===== src/rtl/addrDecPkg.sv =====
package addrDecPkg;
  localparam int NUM_RGN = 4;

  typedef enum logic [1:0] {
    RGN_IO  = 2'd0,
    RGN_EE  = 2'd1,
    RGN_RAM = 2'd2,
    RGN_EXT = 2'd3
  } region_e;

  typedef struct packed {
    logic [NUM_RGN-1:0] grant;
    logic               loadInit;
    logic               flagErr;
  } decStrobe_t;
endpackage


===== src/rtl/addrDecDp.sv =====
module addrDecDp
  import addrDecPkg::*;
#(
  parameter int ADDR_W = 16,
  parameter int IO_W = 6,
  parameter int RAM_W = 11,
  parameter int EE_W = 9,
  parameter logic [ADDR_W-1:0] EE_BASE = 16'hB600,
  parameter logic [ADDR_W-1:0] EXT_LO = 16'h2000,
  parameter logic [ADDR_W-1:0] EXT_HI = 16'h7FFF,
  parameter logic [IO_W-1:0] INIT_OFS = 6'h3D,
  parameter logic [7:0] INIT_RST = 8'h01
) (
  input  logic               clk,
  input  logic               rstN,
  input  logic [ADDR_W-1:0]  busAddr,
  input  logic [7:0]         busWdata,
  input  decStrobe_t         strobe,
  output logic [NUM_RGN-1:0] hitVec,
  output logic               initHit,
  output logic [ADDR_W-1:0]  regionOffset,
  output logic               busError,
  output logic [7:0]         initValue
);
  localparam int PAGE_W = 4;
  localparam int LOW_W = ADDR_W - PAGE_W;
  localparam logic [ADDR_W-1:0] EE_LAST = EE_BASE + ADDR_W'((1 << EE_W) - 1);

  logic [7:0] initReg;
  logic [ADDR_W-1:0] baseArr [NUM_RGN];
  logic [ADDR_W-1:0] offTerm [NUM_RGN];

  always_ff @(posedge clk or negedge rstN) begin
    if (!rstN) begin
      initReg  <= INIT_RST;
      busError <= 1'b0;
    end else begin
      if (strobe.loadInit) initReg <= busWdata;
      busError <= strobe.flagErr;
    end
  end

  assign initValue = initReg;

  assign baseArr[RGN_IO]  = {initReg[PAGE_W-1:0], {LOW_W{1'b0}}};
  assign baseArr[RGN_RAM] = {initReg[7:PAGE_W], {LOW_W{1'b0}}};
  assign baseArr[RGN_EE]  = EE_BASE;
  assign baseArr[RGN_EXT] = EXT_LO;

  always_comb begin
    hitVec = '0;
    hitVec[RGN_IO]  = (busAddr[ADDR_W-1:LOW_W] == initReg[PAGE_W-1:0]) &&
                      (busAddr[LOW_W-1:IO_W] == '0);
    hitVec[RGN_RAM] = (busAddr[ADDR_W-1:LOW_W] == initReg[7:PAGE_W]) &&
                      (busAddr[LOW_W-1:RAM_W] == '0);
    hitVec[RGN_EE]  = (busAddr >= EE_BASE) && (busAddr <= EE_LAST);
    hitVec[RGN_EXT] = (busAddr >= EXT_LO) && (busAddr <= EXT_HI);
  end

  assign initHit = busAddr[IO_W-1:0] == INIT_OFS;

  genvar r;
  generate
    for (r = 0; r < NUM_RGN; r++) begin : gOff
      assign offTerm[r] = strobe.grant[r] ? (busAddr - baseArr[r]) : '0;
    end
  endgenerate

  always_comb begin
    regionOffset = '0;
    for (int i = 0; i < NUM_RGN; i++) regionOffset = regionOffset | offTerm[i];
  end

  // placement register changes only on a load strobe
  a_r8_init_hold: assert property (@(posedge clk) disable iff (!rstN)
    !strobe.loadInit |=> $stable(initReg));
  // a load strobe makes the register take the write data
  a_r7_init_load: assert property (@(posedge clk) disable iff (!rstN)
    strobe.loadInit |=> initReg == $past(busWdata));
endmodule


===== src/rtl/addrDecCtrl.sv =====
module addrDecCtrl
  import addrDecPkg::*;
(
  input  logic               clk,
  input  logic               rstN,
  input  logic               busValid,
  input  logic               busWrite,
  input  logic [NUM_RGN-1:0] hitVec,
  input  logic               initHit,
  output decStrobe_t         strobe
);
  logic [NUM_RGN-1:0] grantVec;

  always_comb begin
    grantVec = '0;
    if (busValid) begin
      for (int i = NUM_RGN - 1; i >= 0; i--) begin
        if (hitVec[i]) grantVec = NUM_RGN'(1) << i;
      end
    end
  end

  assign strobe.grant    = grantVec;
  assign strobe.loadInit = busValid && busWrite && grantVec[RGN_IO] && initHit;
  assign strobe.flagErr  = busValid && (hitVec == '0);

  // never more than one grant
  a_r5_one_grant: assert property (@(posedge clk) disable iff (!rstN)
    $onehot0(strobe.grant));
  // register window wins whenever it is hit
  a_r5_io_first: assert property (@(posedge clk) disable iff (!rstN)
    (busValid && hitVec[RGN_IO]) |-> strobe.grant[RGN_IO]);
  // no grant without a valid access
  a_r9_idle_quiet: assert property (@(posedge clk) disable iff (!rstN)
    !busValid |-> strobe.grant == '0 && !strobe.flagErr);
endmodule


===== src/rtl/addrDecTop.sv =====
module addrDecTop
  import addrDecPkg::*;
#(
  parameter int ADDR_W = 16,
  parameter int IO_W = 6,
  parameter int RAM_W = 11,
  parameter int EE_W = 9,
  parameter logic [ADDR_W-1:0] EE_BASE = 16'hB600,
  parameter logic [ADDR_W-1:0] EXT_LO = 16'h2000,
  parameter logic [ADDR_W-1:0] EXT_HI = 16'h7FFF,
  parameter logic [IO_W-1:0] INIT_OFS = 6'h3D,
  parameter logic [7:0] INIT_RST = 8'h01
) (
  input  logic              clk,
  input  logic              rstN,
  input  logic [ADDR_W-1:0] busAddr,
  input  logic              busValid,
  input  logic              busWrite,
  input  logic [7:0]        busWdata,
  output logic              selIo,
  output logic              selEeprom,
  output logic              selRam,
  output logic              selExt,
  output logic [ADDR_W-1:0] regionOffset,
  output logic              busError,
  output logic [7:0]        initValue
);
  decStrobe_t strobe;
  logic [NUM_RGN-1:0] hitVec;
  logic initHit;

  addrDecCtrl uCtrl (
    .clk(clk), .rstN(rstN), .busValid(busValid), .busWrite(busWrite),
    .hitVec(hitVec), .initHit(initHit), .strobe(strobe)
  );

  addrDecDp #(
    .ADDR_W(ADDR_W), .IO_W(IO_W), .RAM_W(RAM_W), .EE_W(EE_W),
    .EE_BASE(EE_BASE), .EXT_LO(EXT_LO), .EXT_HI(EXT_HI),
    .INIT_OFS(INIT_OFS), .INIT_RST(INIT_RST)
  ) uDp (
    .clk(clk), .rstN(rstN), .busAddr(busAddr), .busWdata(busWdata),
    .strobe(strobe), .hitVec(hitVec), .initHit(initHit),
    .regionOffset(regionOffset), .busError(busError), .initValue(initValue)
  );

  assign selIo     = strobe.grant[RGN_IO];
  assign selEeprom = strobe.grant[RGN_EE];
  assign selRam    = strobe.grant[RGN_RAM];
  assign selExt    = strobe.grant[RGN_EXT];

  // an error pulse follows only a valid access that raised no select
  a_r6_err_after_miss: assert property (@(posedge clk) disable iff (!rstN)
    (busValid && !(selIo || selEeprom || selRam || selExt)) |=> busError);
  a_r6_err_cause: assert property (@(posedge clk) disable iff (!rstN)
    busError |-> $past(busValid) && !$past(selIo || selEeprom || selRam || selExt));
  // offset is zero when nothing is selected
  a_r10_zero_offset: assert property (@(posedge clk) disable iff (!rstN)
    !(selIo || selEeprom || selRam || selExt) |-> regionOffset == '0);
endmodule


===== config.mk =====
export PLATFORM = sky130hd
export DESIGN_NAME = addrDecTop
export DESIGN_NICKNAME = d
export VERILOG_FILES = /design/src/rtl/addrDecPkg.sv /design/src/rtl/addrDecDp.sv /design/src/rtl/addrDecCtrl.sv /design/src/rtl/addrDecTop.sv
export SDC_FILE = /design/constraint.sdc
export NUM_CORES = 1
export LEC_CHECK = 0
export ABC_AREA = 1
export BUFFER_PORTS_ARGS = -buffer_cell sky130_fd_sc_hd__buf_2
export CORE_ASPECT_RATIO = 1.2
export CORE_MARGIN = 2
export CORE_UTILIZATION = 45
export CTS_CLUSTER_SIZE = 16
export DETAILED_ROUTE_END_ITERATION = 10
export PLACE_DENSITY = 0.76
export SETUP_SLACK_MARGIN = 0.1
export SLEW_MARGIN = 15
export SYNTH_ARGS = -nofsm -noshare
export SYNTH_HDL_FRONTEND = slang
export SYNTH_HIERARCHICAL = 1
export SYNTH_SLANG_ARGS = --single-unit
export TNS_END_PERCENT = 1

===== constraint.sdc =====
create_clock -name clk -period 2.4 [get_ports clk]
set_input_delay 0.24 -clock clk [delete_from_list [all_inputs] [get_ports clk]]
set_output_delay 0.24 -clock clk [all_outputs]
set_load 0.01 [all_outputs]

## Yosys cells after proc, flatten, opt, wreduce, memory -nomap -nowiden

Cells that the tools add are included.
W data, S select, Z words.

| storage, ports and cells | value |
|---|---|
| output and inout port bits | 29 |
| word-level logic and storage cells | 36 |
| bits of input ports | 28 |
| register bits | 9 |

| operators by class | value |
|---|---|
| magnitude comparators | 4 |
| $add $sub $neg | 4 |
| reduce and logical (&&, ||, !) cells | 10 |
| muxes and demuxes | 9 |
| equality and inequality tests | 3 |
| bitwise logic cells | 4 |

Operators by type and width:

| cell | count |
|---|---|
| $mux W16 | 4 |
| $or A16 B16 Y16 | 3 |
| $sub A16 B16 Y16 | 2 |
| $mux W4 | 5 |
| $ge A16 B14 Y1 const B | 1 |
| $ge A16 B16 Y1 const B | 1 |
| $le A16 B15 Y1 const B | 1 |
| $le A16 B16 Y1 const B | 1 |
| $sub A16 B14 Y16 const B | 1 |
| $sub A16 B16 Y16 const B | 1 |
| $eq A4 B4 Y1 | 2 |
| $logic_and A1 B1 Y1 | 8 |
| $eq A6 B6 Y1 const B | 1 |
| $logic_not A6 Y1 | 1 |
| $logic_not A4 Y1 | 1 |
| $not A1 Y1 | 1 |

## Logic depth before layout (Yosys ltp)

Gate-level depths: netlist (run 1).

| logic depth | value |
|---|---|
| depth in word-level cells | 11 |
| depth in mapped cells | 13 |
| depth with buffers taken out | 13 |

## Cells and area by module

Netlist (run 1), hierarchy kept.

Modules (own cells, without submodules):

| module | times used | sequential area each (um^2) | cells each | area each (um^2) |
|---|---|---|---|---|
| addrDecDp | 1 | 226.5 | 161 | 1048.5 |
| addrDecCtrl | 1 | 0.0 | 16 | 63.8 |

## Worst setup path after synthesis (run 1)

OpenSTA, ideal clock, no wires.

| path | value |
|---|---|
| path kind | register to output |
| start | register uDp.initReg[6], in the netlist uDp/initValue[6] |
| end | output port regionOffset[10] |
| setup slack | -22 ps |
| path buffers | 0 |
| required time | 2160 ps |
| stages on the path, launching flop included | 9 |
| arrival time | 2182 ps |
| cell sequence | dfrtp_1 inv_1 ha_1 nand4_1 nor2_1 nand2_1 nor3_1 nor3_1 o21ai_0 |

| on the way | value |
|---|---|
| elaborated cells between the ends (all ways) | 13 |
| those cells by class | eq/ne: 1; mux: 8; bitwise: 3; reduce/logical: 1 |

RTL lines:

| what | RTL line | RTL |
|---|---|---|
| start, declared | addrDecDp.sv:29 | `logic [7:0] initReg;` |
| start signal, assigned | addrDecDp.sv:38 | `if (strobe.loadInit) initReg <= busWdata;` |
| $eq A4 B4 Y1 | addrDecDp.sv:54 | `hitVec[RGN_RAM] = (busAddr[ADDR_W-1:LOW_W] == initReg[7:PAGE_W]) &&` |
| $logic_and A1 B1 Y1 | addrDecDp.sv:54 |  |
| via hitVec[2] | addrDecTop.sv:29 | `logic [NUM_RGN-1:0] hitVec;` |
| $mux W4 (3 in a row) | addrDecCtrl.sv:18 | `if (hitVec[i]) grantVec = NUM_RGN'(1) << i;` |
| $mux W4 | addrDecCtrl.sv:16 | `if (busValid) begin` |
| via selRam | addrDecTop.sv:22 | `output logic selRam,` |
| $mux W16 | addrDecDp.sv:65 | `assign offTerm[r] = strobe.grant[r] ? (busAddr - baseArr[r]) : '0;` |
| $or A16 B16 Y16 (2 in a row) | addrDecDp.sv:71 | `for (int i = 0; i < NUM_RGN; i++) regionOffset = regionOffset \| offTerm[i];` |
| end, declared | addrDecTop.sv:24 | `output logic [ADDR_W-1:0] regionOffset,` |

The timed path passes the listed nets, and every way through them passes these cells.

## Final worst setup path (run 1)

| path | value |
|---|---|
| start | register uDp.initReg[0], in the netlist uDp/initValue[0] |
| end | output port regionOffset[4] |

| on the way | value |
|---|---|
| word-level cells in the longest chain between the ends | 8 |
| elaborated cells between the ends (all ways) | 11 |
| those cells by class | eq/ne: 1; mux: 6; bitwise: 3; reduce/logical: 1 |

RTL lines:

| what | RTL line | RTL |
|---|---|---|
| $eq A4 B4 Y1 * | addrDecDp.sv:52 | `hitVec[RGN_IO] = (busAddr[ADDR_W-1:LOW_W] == initReg[PAGE_W-1:0]) &&` |
| $logic_and A1 B1 Y1 * | addrDecDp.sv:52 |  |
| via hitVec[0] | addrDecTop.sv:29 |  |
| $mux W4 * | addrDecCtrl.sv:18 |  |
| $mux W4 * | addrDecCtrl.sv:16 |  |
| $mux W16 | addrDecDp.sv:65 |  |
| $or A16 B16 Y16 (2 in a row) | addrDecDp.sv:71 |  |
| $or A16 B16 Y16 * | addrDecDp.sv:71 |  |

Mark *: on every way through the listed nets, which the timed path passes. The rest lies on a longest branch.

==> results of run 1 <==
-- placed cells by master, fill, tap and decap left out, types with 2 or more instances in the layout --
cell type	synthesis	layout
o21ai_1	0	4
ha_4	0	3
mux2_2	2	2
inv_1	31	28
nor2_4	0	2
nor3_1	4	2
o21ai_0	12	8
ha_1	9	6
buf_4	0	8
nand2_1	40	39
o2111ai_1	2	2
a21oi_1	8	6
dfrtp_1	8	8
buf_6	1	2
nor2_1	20	18
buf_2	1	56
nand4_1	7	7
nand3_1	19	19
fa_1	2	2
a21oi_2	0	2
inv_2	1	3
clkbuf_4	0	3
-- routing by layer --
layer  vias to the layer above  wire (µm)  track usage
met5                         -          0            0
met4                         0         44       0.0833
met3                         4        158       0.0330
met2                        41       1650        0.434
met1                       621       1400        0.277
li1                        716          -            -
-- sequential cells by signal, summed over array words and instances (netlist names) --
| name | cells |
|---|---|
| uDp/initValue | 8 |
| uDp/busError | 1 |
-- cell families (layout without fill, tap and decap cells) --
family,Yosys count,in the layout,synth area share
DFF,9,9,0.204
xor gates and xnor gates,2,2,0.0158
AOI/OAI and AO/OA,24,24,0.117
and+or+nand+nor,93,93,0.376
muxes,2,2,0.0202
adders and majority gates,11,11,0.137
buffers and inverters,36,103,0.130
-- worst reg2reg max path, cell delays in order, from the launching register on --
cell	delay, ps
dfstp_2	560
ha_4	140
nand4_1	100
nor3_1	150
buf_4	180
nand2_1	110
nor2_1	110
buf_4	180
mux2_2	350
-- power by group through the flow --
stage | Clock, mW | Sequential (mW) | Combinational [mW]
finish | 0.109 | 0.153 | 0.156
global route | 0.125 | 0.153 | 0.174
CTS | 0.115 | 0.153 | 0.149
detailed placement | 0 | 0.156 | 0.136
global placement | 0 | 0.156 | 0.135
floorplan | 0 | 0.157 | 0.0731
-- how the worst min path moves through the flow --
stage,start,to,slack [ps]
floorplan,rstN,uDp/busError$_DFF_PN0_,-60
detailed placement,rstN,uDp/initValue[4]$_DFFE_PN0P_,100
CTS,busWdata[7],uDp/initValue[7]$_DFFE_PN0P_,180
global placement,rstN,uDp/initValue[4]$_DFFE_PN0P_,90
finish,busWdata[1],uDp/initValue[1]$_DFFE_PN0P_,190
global route,busWdata[1],uDp/initValue[1]$_DFFE_PN0P_,200
-- repair_timing --
action	in CTS	in global routing
pin swaps	5	3
endpoints found under the hold margin	8	0
endpoints found under the setup margin	17	17
resized for setup	14	9
hold buffers	1	0
setup buffers	3	0
-- layout make-up --
class / instances / area [µm²] / area share
Clock buffer: 4 / 26.3 / 0.0163
Inverter: 32 / 123 / 0.0760
Multi-Input combinational cell: 132 / 826 / 0.512
Sequential cell: 9 / 226 / 0.140
Tap cell: 31 / 38.8 / 0.0240
Timing Repair Buffer: 67 / 373 / 0.231
-- metrics by stage --
| step | power [mW] | setup slack (ps) | util | instance area (µm²) |
|---|---|---|---|---|
| final | 0.419 | -50.0 | 0.692 | 1610 |
| after global routing | 0.452 | -175 | 0.692 | 1610 |
| after CTS | 0.417 | -84.7 | 0.680 | 1580 |
| after detailed placement | 0.292 | -89.0 | 0.628 | 1460 |
| after global placement | 0.291 | -110 | 0.628 | 1460 |
| after floorplan | 0.230 | 48.3 | - | 1120 |
==> metrics.md, run 1 <==
| Metric | Value |
|---|---|
| Power share of the sequential group | 0.366 |
| Vias per Instance | about 5.0 |
| Proportion of power drawn by combinational gates | 0.373 |
| Final worst setup slack | -50.0 ps |
| Ys Warns | 6 |
| Die X | 49.4 µm |
| Critical path capture point type | output pin |
| Int Power | 0.282 mW |
| R2r worst-path depth | 8 |
| Async set-reset flop share out of synthesis | 1.00 |
| Delay of the slowest critical-path stage | 560 ps |
| Top cells by count, synth | nand2_1, inv_1, nor2_1 |
| CTS tree | yes |
| Mapped Cells | 177 |
| Number of DRC markers in iteration 0 | 28 |
| Clk pwr share | 0.261 |
| CTS Root Cell | clkbuf_4 |
| Initial Util | 0.477 |
| Worst min path class | input pin to flop |
| First-pass GRT wire length | 5350 µm |
| Worst path depth | 10 |
| DR pass1 iterations | 4 |
| Die area | 2890 µm² |
| Share of the synthesized area in the top cell type | 0.180 |
| ANT nets after route | 0 |
| Antenna diode count | 0 |
| Placed Cells | 267 |
| Req. time, crit path | 2160 ps |
| Sw Share | 0.326 |
| NumNets Final | between 200 and 300 |
| Worst-margin pin slew | 381 ps |
| Net Count, Synth | 216 |
| Area contributors post-synth | dfrtp_1, nand2_1, inv_1 |
| Total CTS buffers | 3 |
| Clock slew at reported path FFs | 50 ps |
| Setup TNS | -429 ps |
| Clock Latency Late Sink | between 200 and 300 ps |
| Syn Area/Cell | 6.28 µm² |
| Final setup viols | 10 |
| Delay-heaviest family, CP | buffers and inverters |
| Clock tree buffer depth | 2 |
| Dominant cell type by area after synthesis | dfrtp_1 |
| Register area share after synthesis | 0.204 |
| Failing checks | setup timing |
| Num rows | 19 |
| Max FO, Critical Path | 9 |
| Post-synth EDFFs | 0 |
| # H-tree levels | 1 |
| Layout area overhead | 45.0% |
| Worst setup path end | regionOffset[4] |
| DR DRC count | 0 |
| Initial antenna violation count | 0 |
| CP bufs+invs | 4 |
| Status | complete, but fails checks |
| Synth Register Bits | 9 |
| R2r setup slk | 410 ps |
| Vias in the first global route | ~1300 |
| Routed WL per cell | 11.8 µm |
| Final slew viol count | 0 |
| Crit path cell chain | ha_4 -> nand4_1 -> nor3_1 -> buf_4 -> nor2_1 -> buf_4 -> nor4_4 -> buf_6 -> nor2_1 -> buf_2 |
| CTS Sinks | 9 |
| Max-cap viol count | 0 |
| Netlist Area Pre-Place | 1110 µm² |
| Origin of the worst setup path | uDp/initValue[0]$_DFFE_PN1P_ |
| Post-DP HPWL | 2570 µm |
| Hold slack | 195 ps |
| Static leakage | 0.872 nW |
| Cell with the most instances after synthesis | nand2_1 |
| Type of the worst setup path | flop to output pin |
| Predominant post-synthesis flop cell | dfrtp_1 |
| Final Wtd Congestion | 0.948 |
| Layout cell share with drive strength beyond 1 | 0.365 |
| Net Switching | roughly 0.14 mW |
| Reg2Reg Capture Point | uDp/initValue[4]$_DFFE_PN0P_ |
| Max_slew headroom | 0.745 |
| WHS Path Cells | 3 |
| Via count | 1382 |
| Worst r2r src | uDp/initValue[0]$_DFFE_PN1P_ |
| Die height | 58.5 µm |
| Unrepaired setup endpoints after global routing | yes |
| Total track usage | 0.234 |
| Largest net degree at the start of global routing | 15 |
| VDD IR max | 0.313 mV |
| Max stage delay cell, worst path | dfstp_2 |
| Worst Path Arrival | 2210 ps |
| GRT Residual Overflow | 0 |
| Fmax | 0.408 GHz |
| Tmin final | approximately 2400 ps |
| Hold Fails Final Rpt | 0 |
| Clk_skew | between 3 and 4 ps |
| Yosys cell types | 26 |
| Critical Path Start Type | flop |
| Final period utilization | 1.02 |
| Non-filler cells, final | 275 |
| Ports | 57 |
| Fillers | around 240 |
| PortBufs | 56 |
| Routed Wire Length | 3250 µm |
| Cell area power density | 260 nW/µm² |
| Core area | around 2300 µm² |
Note: power is estimated with default switching activity, not from simulation.
==> run 2: changes to the inputs <==
SETUP_SLACK_MARGIN = not set   (was 0.1)
==> metrics.md, run 2 (same netlist as run 1, synthesis figures left out) <==
| Metric | Value |
|---|---|
| Final setup viols | 10 |
| Total track usage | 0.234 |
| Setup TNS | -395 ps |
| R2r worst-path depth | 8 |
| Total CTS buffers | 3 |
| Req. time, crit path | between 2000 and 2500 ps |
| Clock slew at reported path FFs | 50 ps |
| R2r setup slk | 410 ps |
| Fmax | 0.409 GHz |
| ANT nets after route | 0 |
| Largest net degree at the start of global routing | 15 |
| Dpl ws | -89.0 ps |
| Placed Cells | roughly 270 |
| DR pass1 iterations | 4 |
| GRT Residual Overflow | 0 |
| Unrepaired setup endpoints after global routing | yes |
| Static leakage | 0.872 nW |
| Worst-margin pin slew | around 380 ps |
| Cell area power density | 260 nW/µm² |
| Final worst setup slack | -46.9 ps |
| CTS tree | yes |
| Number of DRC markers in iteration 0 | 28 |
| WHS Path Cells | 3 |
| Routed Wire Length | 3250 µm |
| DR DRC count | 0 |
| Num rows | 19 |
| Post-DP HPWL | 2570 µm |
| Crit path cell chain | ha_4 -> nand4_1 -> nor3_1 -> buf_4 -> nor2_1 -> buf_4 -> nor4_4 -> buf_6 -> nor2_1 -> buf_2 |
| NumNets Final | roughly 280 |
| Worst Path Arrival | 2210 ps |
| Tmin final | 2450 ps |
| # H-tree levels | 1 |
| Hold_sp | busWdata[1] |
| Commonest non-fill, non-tap cell in the layout | buf_2 |
| Max-cap viol count | 0 |
| Delay of the slowest critical-path stage | 560 ps |
| Final slew viol count | 0 |
| Max stage delay cell, worst path | dfstp_2 |
| Hold slack | roughly 190 ps |
| Initial Util | 0.477 |
| Worst r2r src | uDp/initValue[0]$_DFFE_PN1P_ |
| Worst min path class | input pin to flop |
| Delay-heaviest family, CP | buffers and inverters |
| Layout cell share with drive strength beyond 1 | 0.365 |
| Most frequent cells in the layout | buf_2, nand2_1, inv_1 |
| Clk_skew | 3.74 ps |
| Via count | 1381 |
| Ports | 57 |
| Max FO, Critical Path | 9 |
| Clock Latency Late Sink | 250 ps |
| Vias in the first global route | roughly 1300 |
| Type of the worst setup path | flop to output pin |
| Die X | about 49 µm |
| Power Total | approximately 0.42 mW |
| Failing checks | setup timing |
| CTS Root Cell | clkbuf_4 |
| Initial antenna violation count | 0 |
| Core area | 2330 µm² |
| Final Wtd Congestion | around 0.95 |
| Clock tree buffer depth | 2 |
| CTS Sinks | 9 |
| First-pass GRT wire length | 5350 µm |
| Die area | 2890 µm² |
| Vias per Instance | 5.02 |
| Non-filler cells, final | 275 |
| Area of the multi-input gates | 826 µm² |
| WHS Endpoint | uDp/initValue[1]$_DFFE_PN0P_ |
| PortBufs | 56 |
| Critical path capture point type | output pin |
| Max_slew headroom | 0.745 |
| Register area | 226 µm² |
| Reg2Reg Capture Point | uDp/initValue[4]$_DFFE_PN0P_ |
| VDD IR max | roughly 0.31 mV |
| Final period utilization | 1.02 |
| Layout area overhead | 45.0% |
| Largest register FFs | 8 |
| CP bufs+invs | 4 |
| Antenna diode count | 0 |
| Status | complete, but fails checks |
| Routed WL per cell | 11.8 µm |
| Fillers | between 200 and 250 |
| Hold Fails Final Rpt | 0 |
| Critical Path Start Type | flop |
| Die height | 58.5 µm |
==> run 2: timing repair <==
item | CTS | global route
hold endpoints to repair | 8 | 0
cloned | 0 | 0
gates resized for setup | 14 | 9
hold buffers | 1 | 0
setup buffers | 3 | 0
endpoints found under the setup margin | 16 | 16
pin swaps | 4 | 2
==> run 2: how the worst max path moves through the flow <==
stage / start / end / slack (ps) / cells after the start
6_report: uDp/initValue[0]$_DFFE_PN1P_ / regionOffset[4] / -50 / 10
5_1_grt: uDp/initValue[1]$_DFFE_PN0P_ / regionOffset[2] / -180 / 11
4_1_cts: uDp/initValue[0]$_DFFE_PN1P_ / regionOffset[3] / -80 / 10
3_5_place_dp: uDp/initValue[0]$_DFFE_PN1P_ / regionOffset[14] / -90 / 12
3_3_place_gp: busAddr[13] / regionOffset[14] / -110 / 13
2_1_floorplan: uDp/initValue[2]$_DFFE_PN0P_ / regionOffset[0] / 50 / 8
==> run 2: worst reg2reg max path, delay by kind of cell (launching register included) <==
| family | cells | cell delay (ps) |
|---|---|---|
| DFF | 1 | 560 |
| and+or+nand+nor | 4 | 470 |
| buffers and inverters | 2 | 360 |
| muxes | 1 | 350 |
| adders and majority gates | 1 | 140 |
==> run 2: final cells by class <==
type	count	share of cell area
Multi-Input combinational cell	132	0.512
Inverter	32	0.0760
Sequential cell	9	0.140
Timing Repair Buffer	67	0.231
Clock buffer	4	0.0163
Tap cell	31	0.0240
==> run 2: layer usage <==
layer | global-route usage | wire, µm | vias to the layer above
met5 | 0 | 0 | -
met4 | 0.0833 | 44 | 0
met3 | 0.0330 | 159 | 4
met2 | 0.431 | 1640 | 43
met1 | 0.280 | 1400 | 619
li1 | - | - | 715
==> run 2: report_power, final <==
part	leakage (nW)	internal, mW	switching, mW
Clock	0.0150	0.0636	0.0459
Sequential	0.0894	0.153	0.000270
Combinational	0.767	0.0656	0.0904
Total	0.872	0.282	0.137
==> run 2: per-stage QoR <==
stage                util  cell area, µm²
floorplan               -            1120
global placement    0.628            1460
detailed placement  0.628            1460
CTS                 0.680            1580
global route        0.692            1610
finish              0.692            1610
==> run 3: changes to the inputs <==
CORE_UTILIZATION = 47   (was 45)
PLACE_DENSITY = not set   (was 0.76)
PLACE_DENSITY_LB_ADDON = 0.25   (was not set)
SYNTH_HIERARCHICAL = not set   (was 1)
==> metrics.md, run 3 <==
| Metric | Value |
|---|---|
| Status | completed |
| Worst Path Arrival | 2020 ps |
| Hold slack | 195 ps |
| Predominant post-synthesis flop cell | dfrtp_1 |
| Cell with the most instances after synthesis | nand2_1 |
| Async set-reset flop share out of synthesis | 1.00 |
| Req. time, crit path | 2160 ps |
| Clk_skew | 2.43 ps |
| Non-filler cells, final | 285 |
| Critical path capture point type | output pin |
| Largest net degree at the start of global routing | 12 |
| Vias per Instance | 5.00 |
| Die height | a little over 60 µm |
| Simple-gate area share of the yosys netlist | 0.492 |
| Final Util | 0.636 |
| Syn Area/Cell | 6.64 µm² |
| Antenna diode count | 0 |
| Layout cell share with drive strength beyond 1 | 0.325 |
| Cell area power density | 273 nW/µm² |
| VDD IR max | roughly 0.28 mV |
| Top cells by count, synth | nand2_1, inv_1, nand3_1 |
| Via count | ~1400 |
| Die area | about 3100 µm² |
| Post-synth EDFFs | 0 |
| Clock slew at reported path FFs | 60 ps |
| Placed Cells | 280 |
| Initial Util | 0.500 |
| Tmin final | between 2000 and 2500 ps |
| NumNets Final | 292 |
| Clock Latency Late Sink | about 250 ps |
| Net Count, Synth | 231 |
| Routed WL per cell | around 12 µm |
| Final setup viols | 0 |
| Mapped Cells | 192 |
| Number of DRC markers in iteration 0 | 41 |
| Core area | 2550 µm² |
| Unrepaired setup endpoints after global routing | yes |
| Layout area overhead | 27.3% |
| Type of the worst setup path | flop to output pin |
| Register area | about 230 µm² |
| Num rows | 20 |
| CTS Sinks | 9 |
| Static leakage | 0.932 nW |
| Worst-margin pin slew | 541 ps |
| Critical Path Start Type | flop |
| Ports | 57 |
| PortBufs | between 50 and 60 |
| Synth Area in Adders | 0.120 |
| Total track usage | 0.227 |
| Post-Synth XOR/XNOR Area | 0.0677 |
| Max FO, Critical Path | 9 |
| Most frequent cells in the layout | buf_2, nand2_1, inv_1 |
| DR DRC count | 0 |
| Total CTS buffers | 3 |
| Initial antenna violation count | 0 |
| Area contributors post-synth | dfrtp_1, nand2_1, ha_1 |
| CTS Root Cell | clkbuf_4 |
| Register area share after synthesis | 0.178 |
| Synth Register Bits | 9 |
| # H-tree levels | 1 |
| Post-DP HPWL | 2780 µm |
| Yosys cell types | 28 |
| ANT nets after route | 0 |
| Netlist Area Pre-Place | roughly 1300 µm² |
| Commonest non-fill, non-tap cell in the layout | buf_2 |
| Largest register FFs | 8 |
| Final Wtd Congestion | about 0.91 |
| Final slew viol count | 0 |
| Dominant cell type by area after synthesis | dfrtp_1 |
| Die X | 51.5 µm |
| Power Total | 0.444 mW |
| Main combinational cell family by area after synthesis | simple AND/OR/NAND/NOR gates |
| Multiplexer share of the synthesized area | 0 |
| Area of the multi-input gates | just over 900 µm² |
| DR pass1 iterations | 4 |
| Fillers | 271 |
| Share of the synthesized area in the top cell type | 0.157 |
| CTS tree | yes |
| Ys Warns | 0 |
| Max_slew headroom | 0.637 |
| First-pass GRT wire length | 5520 µm |
| Area fraction in compound gates after synthesis | 0.0432 |
| Fmax | 0.442 GHz |
| Worst min path class | input pin to flop |
| Vias in the first global route | between 1000 and 1500 |
| Clock tree buffer depth | 2 |
| Max-cap viol count | 0 |
| GRT Residual Overflow | 0 |
| Routed Wire Length | between 3000 and 4000 µm |
| Final period utilization | 0.943 |
| Hold Fails Final Rpt | 0 |
## run 3: worst max-delay path: stages, from the launching register on
cell and delay [ps]:
dfstp_2 550, ha_1 230, nand2_1 80, inv_1 40, nand3_1 150, nor2_4 70
nor2_4 200, nand2_1 140, o21ai_1 150, buf_2 150
## run 3: cells by family after synthesis
logic type | after synthesis
DFF | 9
AOI/OAI and AO/OA | 9
buffers and inverters | 30
xor gates and xnor gates | 9
and+or+nand+nor | 124
adders and majority gates | 11
## run 3: worst paths after layout
| path | from | end | slack, ps | cells after the start |
|---|---|---|---|---|
| worst max register to register | uDp.initValue[2]$_DFFE_PN0P_ | uDp.initValue[3]$_DFFE_PN0P_ | 630 | 10 |
| worst min register to register | uDp.initValue[0]$_DFFE_PN1P_ | uDp.initValue[0]$_DFFE_PN1P_ | 480 | 2 |
| max in group asynchronous | rstN | uDp.initValue[0]$_DFFE_PN1P_ | 1780 | 2 |
| worst min-delay path | busWdata[0] | uDp.initValue[0]$_DFFE_PN1P_ | 200 | 3 |
| min in group asynchronous | rstN | uDp.busError$_DFF_PN0_ | 380 | 2 |
| worst max-delay path | uDp.initValue[0]$_DFFE_PN1P_ | regionOffset[11] | 140 | 9 |
## run 3: final cells by class
class / count / share of cell area
multi-input cells: 153 / 0.571
repair buffers: 58 / 0.184
flip-flops and latches: 9 / 0.140
inverters: 28 / 0.0648
well taps: 33 / 0.0254
clock buffers: 4 / 0.0162
## run 3: metrics by stage
stage | TNS [ps] | worst slack, ps | cell area, µm²
5_1_grt | -6.42 | -6.42 | 1620
3_5_place_dp | 0 | 399 | 1580
6_report | 0 | 136 | 1620
3_3_place_gp | 0 | 447 | 1580
2_1_floorplan | 0 | 522 | 1270
4_1_cts | 0 | 126 | 1620
## run 3: timing repair
item                                   in CTS  in global routing
endpoints found under the hold margin       8                  0
buffers inserted                            0                  0
setup endpoints to repair                   0                  4
hold buffers                                1                  0
gates resized for setup                     0                  1
## run 3: power by group
part / switching (mW) / internal (mW) / leakage [nW] / total [mW]
Sequential: 0.000214 / 0.153 / 0.121 / 0.153
Clock: 0.0487 / 0.0638 / 0.0150 / 0.113
Combinational: 0.110 / 0.0680 / 0.796 / 0.178
## run 3: metal layers
layer  share of wire  up-vias  routed length (µm)  GRT usage
li1                -      754                   -          -
met1            0.42      618                1380      0.277
met2            0.53       52                1730      0.436
met3           0.049        2                 161    0.00728
met4          0.0076        0                  25     0.0677
met5               0        -                   0          0
